`src/rtl/spi_mf_pkg.sv`:
```
package spi_mf_pkg;

  localparam int unsigned NFRAMES = 4;
  localparam int unsigned SLOT_W  = 32;
  localparam int unsigned DIV_W   = 8;
  localparam int unsigned FR_W    = $clog2(NFRAMES);
  localparam int unsigned BIT_W   = $clog2(SLOT_W);
  localparam int unsigned LEN_W   = BIT_W + 1;
  localparam int unsigned BUF_W   = NFRAMES * SLOT_W;

  typedef enum logic [1:0] {
    ST_IDLE,
    ST_LOW,
    ST_HIGH,
    ST_TRAIL
  } seq_state_e;

  typedef struct packed {
    logic [DIV_W-1:0] div;
    logic             three_wire;
    logic             lsb_first;
    logic [3:0]       len_code;
    logic [FR_W-1:0]  count_m1;
  } cfg_t;

  localparam int unsigned CFG_W = $bits(cfg_t);

  // Frame length in bits from the configuration code.
  function automatic logic [LEN_W-1:0] frame_len(input logic [3:0] code);
    if (code <= 4'd8)       frame_len = LEN_W'(8) + LEN_W'(code);
    else if (code == 4'd9)  frame_len = LEN_W'(20);
    else if (code == 4'd10) frame_len = LEN_W'(24);
    else                    frame_len = LEN_W'(32);
  endfunction

endpackage

```
`src/rtl/spi_mf_tick.sv`:
```
module spi_mf_tick #(
  parameter int unsigned DW = 8
) (
  input  logic          clk,
  input  logic          rst_n,
  input  logic          run,
  input  logic [DW-1:0] div,
  output logic          tick
);

  logic [DW-1:0] cnt_q;
  logic [DW-1:0] cnt_d;

  assign tick = run && (cnt_q == div);

  always_comb begin
    if (!run || tick) cnt_d = '0;
    else              cnt_d = cnt_q + 1'b1;
  end

  always_ff @(posedge clk or negedge rst_n) begin
    if (!rst_n) cnt_q <= '0;
    else        cnt_q <= cnt_d;
  end

endmodule

```
`src/rtl/spi_mf_seq.sv`:
```
module spi_mf_seq
  import spi_mf_pkg::*;
#(
  parameter int unsigned FRW  = 2,
  parameter int unsigned BITW = 5,
  localparam int unsigned LENW = BITW + 1
) (
  input  logic            clk,
  input  logic            rst_n,
  input  logic            load,
  input  logic            tick,
  input  logic [LENW-1:0] len,
  input  logic [FRW-1:0]  last_frame,
  output seq_state_e      state,
  output logic [BITW-1:0] bit_idx,
  output logic [FRW-1:0]  frame_idx,
  output logic            rise,
  output logic            done_set
);

  seq_state_e      state_q, state_d;
  logic [BITW-1:0] bit_q, bit_d;
  logic [FRW-1:0]  frame_q, frame_d;
  logic            bit_end;
  logic            last;

  assign bit_end = ({1'b0, bit_q} == (len - LENW'(1)));
  assign last    = bit_end && (frame_q == last_frame);

  always_comb begin
    state_d  = state_q;
    bit_d    = bit_q;
    frame_d  = frame_q;
    rise     = 1'b0;
    done_set = 1'b0;
    case (state_q)
      ST_IDLE: begin
        if (load) begin
          state_d = ST_LOW;
          bit_d   = '0;
          frame_d = '0;
        end
      end
      ST_LOW: begin
        if (tick) begin
          state_d = ST_HIGH;
          rise    = 1'b1;
        end
      end
      ST_HIGH: begin
        if (tick) begin
          if (last) begin
            state_d = ST_TRAIL;
          end else begin
            state_d = ST_LOW;
            if (bit_end) begin
              bit_d   = '0;
              frame_d = frame_q + 1'b1;
            end else begin
              bit_d = bit_q + 1'b1;
            end
          end
        end
      end
      ST_TRAIL: begin
        if (tick) begin
          state_d  = ST_IDLE;
          done_set = 1'b1;
        end
      end
      default: state_d = ST_IDLE;
    endcase
  end

  always_ff @(posedge clk or negedge rst_n) begin
    if (!rst_n) begin
      state_q <= ST_IDLE;
      bit_q   <= '0;
      frame_q <= '0;
    end else begin
      state_q <= state_d;
      bit_q   <= bit_d;
      frame_q <= frame_d;
    end
  end

  assign state     = state_q;
  assign bit_idx   = bit_q;
  assign frame_idx = frame_q;

endmodule

```
`src/rtl/spi_mf_master.sv`:
```
module spi_mf_master
  import spi_mf_pkg::*;
(
  input  logic        clk,
  input  logic        rst_n,
  input  logic        wr_en,
  input  logic [2:0]  wr_addr,
  input  logic [31:0] wr_data,
  input  logic [2:0]  rd_addr,
  output logic [31:0] rd_data,
  output logic        sclk,
  output logic        mosi,
  input  logic        miso,
  output logic        ss_n,
  output logic        busy,
  output logic        done
);

  localparam logic [2:0] ADDR_CFG = 3'(NFRAMES);
  localparam logic [2:0] ADDR_CTL = 3'(NFRAMES + 1);

  // Reset: asserted asynchronously, released on the clock.
  logic rst_meta_q, rst_sync_n;
  always_ff @(posedge clk or negedge rst_n) begin
    if (!rst_n) begin
      rst_meta_q <= 1'b0;
      rst_sync_n <= 1'b0;
    end else begin
      rst_meta_q <= 1'b1;
      rst_sync_n <= rst_meta_q;
    end
  end

  logic [SLOT_W-1:0] stage_q [NFRAMES];
  cfg_t              cfg_q;
  cfg_t              act_q;
  logic              pend_q, pend_d;
  logic [BUF_W-1:0]  tx_sh_q;
  logic [BUF_W-1:0]  rx_sh_q;
  logic [BUF_W-1:0]  rx_host_q;
  logic              done_q;

  seq_state_e        state;
  logic [BIT_W-1:0]  bit_idx;
  logic [FR_W-1:0]   frame_idx;
  logic              rise, done_set, tick, load, start, running;
  logic [LEN_W-1:0]  len;
  logic [BIT_W-1:0]  pos;
  logic [FR_W+BIT_W-1:0] bit_addr;

  assign running = (state != ST_IDLE);
  assign load    = (state == ST_IDLE) && pend_q;
  assign start   = wr_en && (wr_addr == ADDR_CTL) && wr_data[0];
  assign len     = frame_len(act_q.len_code);

  // Position inside the slot; length 32 wraps correctly in BIT_W bits.
  assign pos      = act_q.lsb_first ? bit_idx
                                    : (len[BIT_W-1:0] - BIT_W'(1) - bit_idx);
  assign bit_addr = {frame_idx, pos};

  spi_mf_tick #(.DW(DIV_W)) u_tick (
    .clk   (clk),
    .rst_n (rst_sync_n),
    .run   (running),
    .div   (act_q.div),
    .tick  (tick)
  );

  spi_mf_seq #(.FRW(FR_W), .BITW(BIT_W)) u_seq (
    .clk        (clk),
    .rst_n      (rst_sync_n),
    .load       (load),
    .tick       (tick),
    .len        (len),
    .last_frame (act_q.count_m1),
    .state      (state),
    .bit_idx    (bit_idx),
    .frame_idx  (frame_idx),
    .rise       (rise),
    .done_set   (done_set)
  );

  // Host register writes.
  always_ff @(posedge clk or negedge rst_n) begin
    if (!rst_n) begin
      for (int k = 0; k < NFRAMES; k++) stage_q[k] <= '0;
      cfg_q <= '0;
    end else if (wr_en) begin
      if (wr_addr < ADDR_CFG) stage_q[wr_addr[FR_W-1:0]] <= wr_data;
      if (wr_addr == ADDR_CFG) cfg_q <= wr_data[CFG_W-1:0];
    end
  end

  always_comb begin
    if (start)     pend_d = 1'b1;
    else if (load) pend_d = 1'b0;
    else           pend_d = pend_q;
  end

  always_ff @(posedge clk or negedge rst_n) begin
    if (!rst_n) begin
      pend_q <= 1'b0;
      done_q <= 1'b0;
    end else begin
      pend_q <= pend_d;
      done_q <= done_set;
    end
  end

  // Transmit side: engine copy of the slots and the configuration.
  always_ff @(posedge clk or negedge rst_n) begin
    if (!rst_n) begin
      tx_sh_q <= '0;
      act_q   <= '0;
    end else if (load) begin
      for (int k = 0; k < NFRAMES; k++) tx_sh_q[k*SLOT_W +: SLOT_W] <= stage_q[k];
      act_q <= cfg_q;
    end
  end

  // Receive side: shadow collection, then hand-over at the end.
  always_ff @(posedge clk or negedge rst_n) begin
    if (!rst_n)    rx_sh_q <= '0;
    else if (load) rx_sh_q <= '0;
    else if (rise) rx_sh_q[bit_addr] <= miso;
  end

  always_ff @(posedge clk or negedge rst_n) begin
    if (!rst_n)        rx_host_q <= '0;
    else if (done_set) rx_host_q <= rx_sh_q;
  end

  always_comb begin
    rd_data = '0;
    if (rd_addr < ADDR_CFG)       rd_data = rx_host_q[{rd_addr[FR_W-1:0], {BIT_W{1'b0}}} +: SLOT_W];
    else if (rd_addr == ADDR_CFG) rd_data = {{(32-CFG_W){1'b0}}, cfg_q};
    else if (rd_addr == ADDR_CTL) rd_data = {30'd0, pend_q, running};
  end

  assign sclk = (state == ST_HIGH);
  assign mosi = running && tx_sh_q[bit_addr];
  assign ss_n = !(running && !act_q.three_wire);
  assign busy = running;
  assign done = done_q;

endmodule

```
`config.mk`:
```
export PLATFORM = sky130hd
export DESIGN_NAME = spi_mf_master
export DESIGN_NICKNAME = d
export VERILOG_FILES = /design/src/rtl/spi_mf_pkg.sv /design/src/rtl/spi_mf_tick.sv /design/src/rtl/spi_mf_seq.sv /design/src/rtl/spi_mf_master.sv
export SDC_FILE = /design/constraint.sdc
export NUM_CORES = 1
export LEC_CHECK = 0
export ABC_AREA = 1
export CORE_MARGIN = 2
export CORE_UTILIZATION = 35
export CTS_CLUSTER_DIAMETER = 120
export DETAILED_ROUTE_END_ITERATION = 8
export GPL_TIMING_DRIVEN = 0
export SETUP_SLACK_MARGIN = 0.2
export SYNTH_ARGS = -nofsm -noshare
export SYNTH_HDL_FRONTEND = slang
export SYNTH_SLANG_ARGS = --single-unit
```
`constraint.sdc`:
```
create_clock -name clk -period 11.8 [get_ports clk]
set_clock_uncertainty 0.15 [all_clocks]
set_input_delay 2.95 -clock clk [delete_from_list [all_inputs] [get_ports clk]]
set_output_delay 2.95 -clock clk [all_outputs]
set_load 0.02 [all_outputs]
```
==> reports/metrics.yaml <==
status: "finished clean"
drive_gt1_share_pct: 7.00
synth_top_area_cell: "dfrtp_1"
peakVddDrop_v: 0.000211
clock.fmax_mhz: 105
insertion_delay_ns: 0.62
yosysSeqAreaShare_pct: 56.2
ys_top_cells_by_count: "684 x nand2_1, 565 x dfrtp_1, 370 x o21ai_0"
r2r_cells: 14
num_antenna_cells: 0
reg2reg_to: "rx_sh_q[75]$_DFFE_PN0P_"
cts.sinks: 565
async_flop_share_pct: 100
areaGrowthSynthToFinish_pct: 16.8
hpwlAfterDp_um: 54900
drt-total-wl_um: 80000
yosysMostFrequentCell: "nand2_1"
grt_max_degree: 121
hp-class: "reg2async"
avgViaCountPerCell: 5.16
final_cells: 3937
synth_top_area_share_pct: 56.2
maxSlewViolCount: 0
final_cell_area_mm2: 0.0294
syn_nets: 2847
holdWs_ns: 0.152
die_height_um: 272
dieArea_mm2: 0.0741
period_share_pct: 81.0
ys_seq_elements: 565
worstSetupStartpointType: "primary input"
grt_pass1_wl_um: 122000
cts_hold_buf: 0
synth.distinct_cells: 52
wl_per_cell_um: 20.3
crit_path_end: "rd_data[8]"
synth_area_mm2: 0.0252
grt_setup_unrepaired: "false"
r2r_start: "act_q[2]$_DFFE_PN0P_"
cts_resized: 0
syn_inst: 2794
fp.coreArea_mm2: 0.0714
grt_pass1_vias: 19815
crit_start: "rd_addr[2]"
multi_input_area_mm2: 0.00926
ys_top_cells_by_area: "dfrtp_1 56%, nand2_1 10%, o21ai_0 7.4%"
setup_violations: 0
cp-end-kind: "output pin"
cp.required_ns: 8.70
dp_slack_ns: 2.36
cts_tree: "built"
vias: 20333
critPathArrivalTime_ns: 6.46
powerDensity_mw_per_mm2: 234
fillerInstances: 7131
synth_edf_count: 0
worst_pin_slew_ns: 1.11
grt.total_usage_pct: 21.8
syn-mean-instance-area_um2: 9.01
placed_cell_area_mm2: 0.0272
portBuffers: 75
dp_cells: 3824
clk_pin_slew_ns: 0.06
timing.final.ws_setup_ns: 2.24
clk_path_buf_depth: 3
route.antenna.remaining_nets: 0
die_x_um: 272
drv_cap: 0
path_max_fanout: 10
initialDrtViolationCount: 2209
regArea_mm2: 0.0141
p_leak_nw: 15.3
final_net_count: 2995
p_total_w: 0.00688
gp_congestion: 0.902
cts_root_buf: "clkbuf_16"
r2r_slack_ns: 7.77
io_pins: 79
period_needed_ns: 9.56
grt_remaining_overflow: 0
hold_viol: 0
post_cts_buffers: 0
htree_levels: 3
fp-row-count: 98
initial_core_util_pct: 35.3
ys.warnings.count: 0
slew_headroom_pct: 26.0
synth_flop_cell: "dfrtp_1"
cts_buffers: 66
firstDrtPassIters: 5
drc: 0
critPathKind: "in2out"
antenna_found_initial: 1
[power breakdown]
group | switching [W] | leakage, nW | internal, W
logic | 0.00180 | 6.68 | 0.000666
clock network | 0.000864 | 1.05 | 0.00117
registers | 0.000162 | 7.55 | 0.00222
[area by class of cell]
cell class | count | area share (%)
Clock buffer | 88 | 6.20
Inverter | 301 | 3.85
Clock inverter | 25 | 1.14
Sequential cell | 565 | 48.1
Tap cell | 950 | 4.04
Buffer | 151 | 2.16
Timing Repair Buffer | 80 | 3.04
Multi-Input combinational cell | 1777 | 31.5
[routing by layer]
layer / track usage (%) / vias up / routed length (µm)
met5: 0 / - / 0
met4: 7.32 / 0 / 2420
met3: 3.78 / 133 / 5680
met2: 33.2 / 736 / 35500
met1: 31.3 / 10042 / 36400
li1: - / 9422 / -
[worst min-delay path by stage]
stage | cells after the start | slack [ns] | startpoint | endpoint
floorplan | 0 | 0.06 | rst_sync_n$_DFF_PN0_ | u_seq.bit_idx[0]$_DFFE_PN0P_
global placement | 0 | 0.17 | rst_sync_n$_DFF_PN0_ | u_seq.bit_idx[4]$_DFFE_PN0P_
global route | 0 | 0.21 | rst_meta_q$_DFF_PN0_ | rst_sync_n$_DFF_PN0_
CTS | 0 | 0.18 | rst_sync_n$_DFF_PN0_ | u_seq.frame_idx[0]$_DFFE_PN0P_
detailed placement | 0 | 0.19 | rst_sync_n$_DFF_PN0_ | u_seq.bit_idx[4]$_DFFE_PN0P_
finish | 0 | 0.15 | rst_sync_n$_DFF_PN0_ | u_seq.bit_idx[0]$_DFFE_PN0P_
[cells by family after synthesis]
logic type,share of synthesized area (%)
AND/OR/NAND/NOR,19.9
flip-flops,56.2
adder cells (fa/ha/maj),0.577
other,0.0149
AO/OA/AOI/OAI,10.8
XOR/XNOR,0.383
multiplexers,5.09
buffers and inverters,7.02
[metrics by stage]
step	util, %	setup TNS [ns]
detailed placement	38.2	0
floorplan	-	0
CTS	41.2	0
global placement	38.0	-9658.95
global route	41.2	0
finish	41.2	0
[worst max-delay path, stage by stage]
cell	delay, ns
clkbuf_1	0.59
clkinv_1	0.43
nor3_1	0.65
inv_1	0.33
o21ai_0	0.75
clkdlybuf4s50_1	0.76
[state kept, by name, indices dropped and copies added (netlist names)]
signal and cells:
act_q 16, pend_q 1, u_seq.state 2, tx_sh_q 128, cfg_q 16, u_seq.frame_idx 2
rst_meta_q 1, stage_q 128, u_seq.bit_idx 5, rx_sh_q 128, rst_sync_n 1, u_tick.cnt_q 8
rx_host_q 128, done 1
[cell usage in the layout, fill, tap and decap left out, types with 13 or more instances in the layout]
cell type        Yosys  routed
nor2_1             116     116
clkbuf_1           107     120
nand3b_1            23      23
inv_1              289     289
a22oi_1             16      16
a21oi_1             13      13
dfrtp_1            565     565
o21ai_1             84      84
clkdlybuf4s50_1      0      74
nand4_1             46      46
clkbuf_16            0      66
nand3_1            171     171
mux2i_1            128     128
o21ai_0            370     370
a31oi_1             16      16
nand2_1            684     684
nor2_4              17      17
buf_2               27      27
No activity file was read; power rests on OpenSTA's default activity.
